`config.mk`:
```
export PLATFORM = sky130hd
export DESIGN_NAME = fault_sequencer
export DESIGN_NICKNAME = d
export VERILOG_FILES = /design/src/rtl/fault_sequencer.sv
export SDC_FILE = /design/constraint.sdc
export NUM_CORES = 1
export LEC_CHECK = 0
export ABC_CLOCK_PERIOD_IN_PS = 4100
export BUFFER_PORTS_ARGS = -buffer_cell sky130_fd_sc_hd__buf_4
export CORE_ASPECT_RATIO = 1.1
export CORE_MARGIN = 3
export CORE_UTILIZATION = 56
export DETAILED_ROUTE_END_ITERATION = 10
export GPL_ROUTABILITY_DRIVEN = 1
export PLACE_DENSITY_LB_ADDON = 0.15
export REMOVE_ABC_BUFFERS = 1
export SYNTH_ARGS = -nofsm -noshare
export SYNTH_HDL_FRONTEND = slang
export SYNTH_SLANG_ARGS = --single-unit
```
`constraint.sdc`:
```
create_clock -name clk -period 4.1 [get_ports clk]
set_input_delay 0.82 -clock clk [delete_from_list [all_inputs] [get_ports clk]]
set_output_delay 0.82 -clock clk [all_outputs]
set_load 0.03 [all_outputs]
```
`src/rtl/fault_sequencer.sv`:
```
module fault_sequencer #(
  parameter int DLY_TICKS   = 4096,
  parameter int BLANK_TICKS = 5,
  parameter int OV_TICKS    = 50,
  parameter int FORCE_TICKS = 3,
  parameter int OV_FILT_CYC = 8
) (
  input  logic clk,
  input  logic rst_n,
  input  logic tick,
  input  logic ac_mode,
  input  logic zc_win,
  input  logic ol_flag,
  input  logic ot_flag,
  input  logic ov_flag,
  input  logic sup_lo,
  input  logic sup_ok,
  output logic trig_gate,
  output logic turnoff,
  output logic sw_force,
  output logic lp_fault,
  output logic ol_fault,
  output logic ot_fault,
  output logic ov_active
);

  localparam int DW = $clog2(DLY_TICKS + 1);
  localparam int BW = $clog2(BLANK_TICKS + 1);
  localparam int OW = $clog2(OV_TICKS + 1);
  localparam int FW = $clog2(FORCE_TICKS + 1);
  localparam int CW = $clog2(OV_FILT_CYC + 1);
  localparam logic [DW-1:0] DLY_LAST  = DW'(DLY_TICKS - 1);
  localparam logic [CW-1:0] FILT_LAST = CW'(OV_FILT_CYC - 1);
  localparam logic [CW-1:0] FILT_MAX  = CW'(OV_FILT_CYC);

  typedef enum logic [1:0] {S_IDLE, S_WAIT, S_CHECK} enq_t;

  enq_t          st;
  logic [DW-1:0] dcnt;
  logic [BW-1:0] bcnt;
  logic [OW-1:0] ovcnt;
  logic [FW-1:0] frcnt;
  logic [CW-1:0] fcnt;
  logic          pwr_dn, zc_d;
  logic          clr, zc_fall, blank, ol_q, ov_ok, ov_evt;

  assign clr     = sup_lo | pwr_dn;
  assign zc_fall = zc_d & ~zc_win;
  assign blank   = ac_mode & (zc_win | zc_fall | (bcnt != '0));
  assign ol_q    = ol_flag & ~blank;
  assign ov_ok   = ov_flag & ~zc_win;
  assign ov_evt  = ov_ok & (fcnt == FILT_LAST);

  assign lp_fault  = ol_fault | ot_fault;
  assign turnoff   = lp_fault & ~sup_lo;
  assign ov_active = ovcnt != '0;
  assign trig_gate = lp_fault | ov_active;
  assign sw_force  = (frcnt != '0) & ~lp_fault;

  always_ff @(posedge clk or negedge rst_n)
    if (!rst_n)   pwr_dn <= 1'b0;
    else if (clr) pwr_dn <= sup_lo | ~sup_ok;

  always_ff @(posedge clk or negedge rst_n)
    if (!rst_n)       begin zc_d <= 1'b0; bcnt <= '0; end
    else if (clr)     begin zc_d <= 1'b0; bcnt <= '0; end
    else begin
      zc_d <= zc_win;
      if (ac_mode && zc_fall)        bcnt <= BW'(BLANK_TICKS);
      else if (tick && bcnt != '0)   bcnt <= bcnt - 1'b1;
    end

  always_ff @(posedge clk or negedge rst_n)
    if (!rst_n) begin
      st <= S_IDLE; dcnt <= '0; ol_fault <= 1'b0; ot_fault <= 1'b0;
    end else if (clr) begin
      st <= S_IDLE; dcnt <= '0; ol_fault <= 1'b0; ot_fault <= 1'b0;
    end else begin
      case (st)
        S_IDLE:
          if (!lp_fault && (ol_q || ot_flag)) begin
            st   <= S_WAIT;
            dcnt <= '0;
          end
        S_WAIT:
          if (tick) begin
            if (dcnt == DLY_LAST) st <= S_CHECK;
            else                  dcnt <= dcnt + 1'b1;
          end
        S_CHECK:
          if (ol_q || ot_flag) begin
            ol_fault <= ol_q;
            ot_fault <= ot_flag;
            st       <= S_IDLE;
          end else if (tick) begin
            st <= S_IDLE;
          end
        default: st <= S_IDLE;
      endcase
    end

  always_ff @(posedge clk or negedge rst_n)
    if (!rst_n)      fcnt <= '0;
    else if (clr)    fcnt <= '0;
    else if (!ov_ok) fcnt <= '0;
    else if (fcnt != FILT_MAX) fcnt <= fcnt + 1'b1;

  always_ff @(posedge clk or negedge rst_n)
    if (!rst_n)  begin ovcnt <= '0; frcnt <= '0; end
    else if (clr) begin ovcnt <= '0; frcnt <= '0; end
    else if (ov_evt) begin
      ovcnt <= OW'(OV_TICKS);
      frcnt <= FW'(FORCE_TICKS);
    end else if (tick) begin
      if (ovcnt != '0) ovcnt <= ovcnt - 1'b1;
      if (frcnt != '0) frcnt <= frcnt - 1'b1;
    end

  AST_FAULT_FROM_CHECK: assert property (@(posedge clk) disable iff (!rst_n)
    $rose(lp_fault) |-> $past(st) == S_CHECK);

  AST_FAULT_BLOCKS: assert property (@(posedge clk) disable iff (!rst_n)
    lp_fault |-> trig_gate && (turnoff || sup_lo));

  AST_NO_FORCE_IN_FAULT: assert property (@(posedge clk) disable iff (!rst_n)
    lp_fault |-> !sw_force);

  AST_PWRDN_QUIET: assert property (@(posedge clk) disable iff (!rst_n)
    pwr_dn |-> !trig_gate && !sw_force && !turnoff);

  AST_AC_ZC_BLANK: assert property (@(posedge clk) disable iff (!rst_n)
    (st == S_IDLE && ac_mode && zc_win && !ot_flag && !clr) |=> st == S_IDLE);

  AST_OV_QUALIFIED: assert property (@(posedge clk) disable iff (!rst_n)
    $rose(ov_active) |-> $past(ov_flag) && !$past(zc_win));

  AST_FORCE_IN_OV: assert property (@(posedge clk) disable iff (!rst_n)
    sw_force |-> ov_active);

endmodule

```
== After elaboration in Yosys (flattened, before gate mapping) ==
Cells that the tools add are included.
Widths: inputs -> output; s select.

* $add $sub $neg: 5
* Equality and inequality tests: 11
* Mux-type cells: 33
* Bitwise gates (word level): 18
* Reductions and logical operators: 21

{| class="wikitable"
|+ Operators with widths
! operator !! number
|-
| $mux 13 || 4
|-
| $pmux 13 s2 || 1
|-
| $mux 6 || 4
|-
| $mux 2 || 10
|-
| $reduce_bool 3->1 || 6
|-
| $add 13x1->13 const B || 1
|-
| $eq 13x12->1 const B || 1
|-
| $mux 4 || 3
|-
| $ne 3x3->1 const B || 4
|-
| $mux 3 || 3
|-
| $ne 4x4->1 const B || 2
|-
| $reduce_and 4->1 || 2
|-
| $and 1x1->1 || 7
|-
| $mux 1 || 7
|-
| $or 1x1->1 || 6
|-
| $pmux 2 s3 || 1
|-
| $reduce_and 2->1 || 3
|-
| $reduce_bool 2->1 || 3
|-
| $reduce_bool 6->1 || 1
|-
| $sub 6x1->6 const B || 1
|-
| $not 1->1 || 5
|-
| $add 4x1->4 const B || 1
|-
| $eq 4x3->1 const B || 1
|-
| $logic_and 1x1->1 || 3
|-
| 8 further kinds || 8
|}

* Bits in registers: 34
* Input bits: 10
* Output and inout bits: 7
* Word-level logic and storage cells: 98

== Depth between registers and ports, before layout ==
Gate-level depths: netlist of run 1.

* Word-level depth: 12
* Gate-level depth with buffers: 9
* Gate-level depth less buffers: 8

== Worst setup path before layout of run 1 ==
OpenSTA, ideal clock, no wires.

* Path type: reg-to-output
* Start point: reg ovcnt[0]
* End point: out trig_gate
* Data arrival time: 1.827 ns
* Required time: 3.280 ns
* Slack: 1.453 ns
* Stages on the path, launching flop included: 6
* Path buffers: 0
* Cells stage by stage: dfrtp_1 -> inv_1 -> ha_1 -> or3b_1 -> or3_1 -> nand2b_1

* Word-level cells in the longest chain between the ends: 2

{| class="wikitable"
|+ RTL lines
! item !! RTL line !! source
|-
| start, declared || 41 || <nowiki>logic [OW-1:0] ovcnt;</nowiki>
|-
| start signal, assigned || 112 || <nowiki>ovcnt <= OW'(OV_TICKS);</nowiki>
|-
| start signal, assigned || 115 || <nowiki>if (ovcnt != '0) ovcnt <= ovcnt - 1'b1;</nowiki>
|-
| $reduce_bool 6->1 || 56 || <nowiki>assign ov_active = ovcnt != '0;</nowiki>
|-
| via ov_active || 24 || <nowiki>output logic ov_active</nowiki>
|-
| $or 1x1->1 || 57 || <nowiki>assign trig_gate = lp_fault | ov_active;</nowiki>
|-
| end, declared || 18 || <nowiki>output logic trig_gate,</nowiki>
|}

The timed path passes the listed nets, and every way through them passes these cells.

== Worst setup path in the final report of run 1 ==
* Start point: reg ovcnt[0]
* End point: out trig_gate

* Word-level cells in the longest chain between the ends: 2

{| class="wikitable"
|+ RTL lines
! item !! RTL line
|-
| $reduce_bool 6->1 || 56
|-
| $or 1x1->1 || 57
|}

Every way passes these cells.

==> run summary, run 1 <==
Leak: 0.000887 uW
fin crit share: 70.8%
Worst-path clk slew: 0.10 ns
cts hold-fix bufs: 0
nets@finish: 238
gp weighted congestion: 0.813
Synth async-reset ratio: 100%
Place WS: 1.44 ns
Hold WC Path Type: primary input to asynchronous set/reset pin
Crit path largest cell delay: 0.41 ns
number of distinct library cells after synthesis: 45
Net Sw Frac: 23.5%
largest net degree at the start of global routing: 35
final setup margin: 1.20 ns
CP Class: register to primary output
Syn-to-layout area delta: 9.83%
vias per cell: 5.95
drt drc: 0
Slew headroom: 54.6%
combinational share of power: 6.1%
critical path arrival: 2.08 ns
Yosys Warn Count: 0
CP Cell Sequence: inv_1 -> ha_1 -> or3b_1 -> or3_1 -> nand2b_1 -> buf_4
CP endpoint kind: primary output
fillcell total: 263
crit path launch type: register
H-tree depth reported by CTS: 2
reg2reg start: st[1]$_DFFE_PN0P_
n_diodes: 0
gate count of the mapped netlist: 202
Vias: 1,518
post-cts sizing count: 0
Post-CTS Setup Inserts: 0
RSZ-0062 raised after global routing: no
sequential power share: 62.8%
share of the synthesized area in the top cell type: 45.2%
Multi-input gate area: 946 sq um
Die Y: 66.8 um
vias in the first global route: 1,451
number of max-cap violations: 0
routed length per instance: 14.6 um
Final Hold Viols: 0
total I/O pin count: 17
IO Port Bufs: 16
crit path launch: ovcnt[0]$_DFFE_PN0P_
drt first pass iters: 4
max frequency: 0.345 GHz
switching pwr: 127 uW
flops & latches, synth: 34
total global routing overflow: 0
Mean Syn Cell Area: 9.32 sq um
Core Region: 3130 sq um
CTS tree: yes
Post-synth EDFFs: 0
Iter 0 DRT Violations: 83
first-pass GRT wire length: 6380 um
Starting Density: 60.2%
final WL: 3720 um
Slew @ Worst Pin: 0.678 ns
clk root buf: clkbuf_4
Layout Skew: 0.00981 ns
GR Util All Layers: 21.1%
crit path max-delay cell type: dfrtp_1
Seq/Total Area, Yosys: 45.2%
PwrDens: 262 nW/um^2
Slew Viols, Final: 0
final worst path period need: 2.90 ns
Detail Placement HPWL: 2760 um
clock group share of total power: 31.2%
full die area: 4100 sq um
leading area contributor after synthesis: dfrtp_1
Synth Cell Area: 1880 sq um
status: complete, no violations
FF+latch area: 851 sq um
Worst-Skew Late Latency: 0.33 ns
worst vdd ir: 0.221 mV
Area contributors post-synth: dfrtp_1, nand2_1, ha_1
fraction of layout cells with a size suffix above 1: 12.7%
clk sink count: 34
final setup vio count: 0
Setup TNS: 0 ns
Die Wd: 61.3 um
maximum fanout along the worst path: 3
row cnt: 21
CTS Buffer Depth: 2
post-route antenna net violation count: 0
initial antenna violation count: 0
top_reg_cell synth: dfrtp_1
Critical Path RT: 3.28 ns
Power Internal: 414 uW
CTS buffer count: 5
-- stage by stage --
| stage | cells | util, % | power, uW | area [sq um] | hold slack [ns] |
|---|---|---|---|---|---|
| floorplan | 198 | - | 359 | 1860 | 0.451 |
| global placement | 248 | 64.7 | 378 | 2020 | 0.479 |
| detailed placement | 248 | 64.7 | 379 | 2020 | 0.504 |
| CTS | 255 | 66.1 | 549 | 2070 | 0.410 |
| global route | 255 | 66.1 | 565 | 2070 | 0.429 |
| finish | 255 | 66.1 | 541 | 2070 | 0.418 |
-- cell usage in the layout (no fill, tap or decap), drive strengths merged, types with 4 or more instances in the layout --
cell type,n
clkbuf,7
a31oi,9
dfrtp,34
buf,16
o211ai,4
nor2b,5
a21oi,16
xnor2,8
nand2,25
inv,17
ha,7
nand3,7
o21ai,6
nor2,17
-- path summary, 6_finish.rpt --
check                      slack (ns)  cells past startpoint                   end
setup / recovery                 1.20                      6             trig_gate
hold / removal                   0.42                      1  frcnt[1]$_DFFE_PN0P_
setup reg to reg                 1.89                      5   dcnt[6]$_DFFE_PN0P_
hold reg to reg                  0.52                      1  dcnt[10]$_DFFE_PN0P_
max in group asynchronous        3.36                      1  ovcnt[4]$_DFFE_PN0P_
min in group clk                 0.52                      1  dcnt[10]$_DFFE_PN0P_
-- critical path, delay by kind of cell, from the launching register on --
family	cells	cell delay, ns
simple gates	3	0.93
flops	1	0.41
buf+inv	2	0.27
fa+ha+maj	1	0.16
-- power groups by stage --
stage	registers [uW]	logic, uW	clock network, uW
2_1_floorplan	346	13.2	0
3_3_place_gp	346	31.9	0
3_5_place_dp	346	33.1	0
4_1_cts	340	33.1	177
5_1_grt	340	36.9	188
6_report	340	32.7	169
-- layer usage --
metal / global-route usage (%) / vias up / routed length (um)
li1: - / 751 / -
met1: 25.4 / 717 / 1620
met2: 34.4 / 45 / 1830
met3: 5.81 / 5 / 208
met4: 9.21 / 0 / 57
met5: 0 / - / 0
-- final cells by class --
class | instances | area share [%]
tap | 34 | 2.06
inverter | 17 | 3.09
multi-input combinational | 147 | 45.7
timing repair buffer | 16 | 5.81
clock buffer | 7 | 2.18
sequential | 34 | 41.1
-- cells in the mapped netlist (3+ instances only) --
cell type and instances:
o211ai_1 4, nor2b_1 5, nand3_1 7, o21ai_0 5, a21o_1 3, clkbuf_1 3, xnor2_1 8, and3_1 3
inv_1 17, nor2_1 17, a31oi_1 8, dfrtp_1 34, nand2_1 25, a21oi_1 16, mux2i_1 3, ha_1 7
-- sequential cells by signal (all words and copies together) (netlist names) --
register  count
dcnt         13
ol_fault      1
ovcnt         6
ot_fault      1
frcnt         2
pwr_dn        1
bcnt          3
zc_d          1
st            2
fcnt          4
-- logic make-up (layout without fill, tap and decap cells) --
| logic type | Yosys count | count (layout) | synth area share [%] |
|---|---|---|---|
| adder cells (fa/ha/maj) | 7 | 7 | 4.65 |
| XOR/XNOR | 9 | 9 | 4.19 |
| AND/OR/NAND/NOR | 78 | 78 | 21.9 |
| AO/OA/AOI/OAI | 50 | 50 | 17.9 |
| buffers and inverters | 21 | 40 | 4.58 |
| multiplexers | 3 | 3 | 1.59 |
| flip-flops | 34 | 34 | 45.2 |
Note: power is estimated with default switching activity, not from simulation.
==> run 2: changes to the inputs <==
--- a/config.mk
+++ b/config.mk
@@ -5,11 +5,12 @@
 export SDC_FILE = /design/constraint.sdc
 export NUM_CORES = 1
 export LEC_CHECK = 0
-export ABC_CLOCK_PERIOD_IN_PS = 4100
+export ABC_AREA = 1
+export ABC_CLOCK_PERIOD_IN_PS = 2400
 export BUFFER_PORTS_ARGS = -buffer_cell sky130_fd_sc_hd__buf_4
 export CORE_ASPECT_RATIO = 1.1
 export CORE_MARGIN = 3
-export CORE_UTILIZATION = 56
+export CORE_UTILIZATION = 54
 export DETAILED_ROUTE_END_ITERATION = 10
 export GPL_ROUTABILITY_DRIVEN = 1
 export PLACE_DENSITY_LB_ADDON = 0.15
==> constraint.sdc (replaced) <==
create_clock -name clk -period 2.4 [get_ports clk]
set_input_delay 0.48 -clock clk [delete_from_list [all_inputs] [get_ports clk]]
set_output_delay 0.48 -clock clk [all_outputs]
set_load 0.03 [all_outputs]
==> run 2 against run 1 <==
  * Via count up 24%
  * Synthesized cell count up 46%
  * Worst setup slack worse by 0.88 ns
  * Cell area up 16%
  * Die area up 17%
  * Critical endpoint unchanged
  * Global-route usage up 0.24 points
  * Register-to-register slack worse by 1.4 ns
  * Sequential power up 74%
  * Combinational power rose to 4.6 times the previous value
  * Hold slack worse by 0.30 ns
  * Sequential share of layout area down 5.6 points
  * First-iteration DRC count up 100%
==> run summary, run 2 <==
max frequency: 0.480 GHz
total global routing overflow: 0
CTS buffer count: 5
Critical Path RT: 1.92 ns
CP top delay family: simple AND/OR/NAND/NOR gates
RSZ-0062 raised after global routing: no
clk sink count: 34
synth cell count leaders: nand2_1, nor2_1, inv_1, dfrtp_1, nand4_1
n_diodes: 0
final WL: 4370 um
Leak: 0.00121 uW
clk root buf: clkbuf_8
Synth Cell Area: 2160 sq um
top_reg_cell synth: dfrtp_1
max reg flops: 13
Iter 0 DRT Violations: 170
final setup vio count: 0
crit path max-delay cell type: dfrtp_1
Post-synth EDFFs: 0
fillcell total: 343
Core Region: 3740 sq um
Final Hold Viols: 0
drt first pass iters: 4
most frequent cell after synthesis: nand2_1
Hold WC Path Type: primary input to asynchronous set/reset pin
Slew @ Worst Pin: 0.434 ns
Yosys Warn Count: 0
vias per cell: 5.17
Seq/Total Area, Yosys: 39.3%
Syn-to-layout area delta: 10.6%
cts hold-fix bufs: 0
Worst-path clk slew: 0.07 ns
Crit path largest cell delay: 0.36 ns
top flop regs: dcnt (13), ovcnt (6), fcnt (4)
first-pass GRT wire length: 7930 um
commonest cells after routing, fill and taps aside: nand2_1, nor2_1, inv_1
Slew headroom: 71.1%
Post-CTS Setup Inserts: 0
status: complete, no violations
Synth async-reset ratio: 100%
vias in the first global route: 1,796
nets@finish: 331
CTS tree: yes
row cnt: 23
placed instance count: 357
reg2reg setup slack: 0.52 ns
flops & latches, synth: 34
total I/O pin count: 17
worst vdd ir: 0.371 mV
number of distinct library cells after synthesis: 35
gate count of the mapped netlist: 295
Die Y: 72.4 um
full die area: 4800 sq um
fraction of layout cells with a size suffix above 1: 15.0%
CP endpoint kind: primary output
gp weighted congestion: 0.824
Total Power: 1140 uW
maximum fanout along the worst path: 4
Reg with most FFs: dcnt
commonest non-fill, non-tap cell in the layout: nand2_1
number of max-cap violations: 0
post-cts sizing count: 0
share of the synthesized area in the top cell type: 39.3%
CTS Buffer Depth: 2
Die Wd: 66.4 um
final worst path period need: 2.08 ns
CP Cell Sequence: inv_1 -> ha_1 -> nand4_1 -> or2_2 -> buf_4
Starting Density: 57.8%
Critical R2R Capture: dcnt[7]$_DFFE_PN0P_
Area contributors post-synth: dfrtp_1, nand2_1, nor2_1
largest net degree at the start of global routing: 35
Worst Path Buf+Inv: 2
GR Util All Layers: 21.3%
post-route antenna net violation count: 0
drt drc: 0
initial antenna violation count: 0
Layout Skew: 0.00303 ns
non-filler cells, final: 364
CP Class: register to primary output
reg2reg start: bcnt[0]$_DFFE_PN0P_
Setup TNS: 0 ns
H-tree depth reported by CTS: 2
leading area contributor after synthesis: dfrtp_1
IO Port Bufs: 16
Worst-Skew Late Latency: 0.29 ns
critical path arrival: 1.60 ns
routed length per instance: 12.0 um
Slew Viols, Final: 0
PwrDens: 475 nW/um^2
crit path launch type: register
Detail Placement HPWL: 3170 um
Vias: 1,883
fin crit share: 86.7%
Mean Syn Cell Area: 7.33 sq um
Reg2Reg Depth: 12
## run 2: per-stage QoR
stage / setup WS (ns) / util (%) / hold slack [ns] / instance area, sq um
final: 0.318 / 63.9 / 0.120 / 2390
after global routing: 0.194 / 63.9 / 0.148 / 2390
after CTS: 0.312 / 63.9 / 0.145 / 2390
after detailed placement: 0.541 / 61.8 / 0.452 / 2310
after global placement: 0.571 / 61.8 / 0.448 / 2310
after floorplan: 0.428 / - / 0.184 / 2130
## run 2: power by group
group	switching [uW]	internal, uW	leakage (uW)
sequential	7.99	583	0.000469
clock	201	194	0.0000438
combinational	97.0	52.3	0.000700
## run 2: cells by family (layout without fill, tap and decap cells)
family                     after synthesis  after routing  share of synthesized area, %
and+or+nand+nor                        176            176                          38.7
buffers and inverters                   46             65                          8.79
DFF                                     34             34                          39.3
AOI/OAI and AO/OA                       26             26                          6.59
adders and majority gates                7              7                          4.05
xor gates and xnor gates                 5              5                          2.02
muxes                                    1              1                         0.520
## run 2: per-layer routing
metal	vias to the layer above	global-route usage, %	part of all wire [%]
li1	991	-	-
met1	852	29.4	48
met2	33	33.0	47
met3	7	4.02	3.2
met4	0	8.58	1.5
met5	-	0	0
## run 2: cell type report
type / count / area, sq um / area share [%]
multi-input combinational: 215 / 1120 / 46.9
inverter: 42 / 158 / 6.59
clock inverter: 2 / 10.0 / 0.418
timing repair buffer: 16 / 120 / 5.02
tap: 50 / 62.6 / 2.62
sequential: 34 / 851 / 35.6
clock buffer: 5 / 68.8 / 2.88
## run 2: worst max-delay path by stage
stage / depth (start not counted) / start / endpoint
after global routing: 5 / ovcnt[0]$_DFFE_PN0P_ / trig_gate
final: 5 / ovcnt[0]$_DFFE_PN0P_ / trig_gate
after global placement: 12 / bcnt[0]$_DFFE_PN0P_ / dcnt[5]$_DFFE_PN0P_
after CTS: 5 / ovcnt[0]$_DFFE_PN0P_ / trig_gate
after floorplan: 4 / ovcnt[0]$_DFFE_PN0P_ / trig_gate
after detailed placement: 12 / bcnt[0]$_DFFE_PN0P_ / dcnt[7]$_DFFE_PN0P_
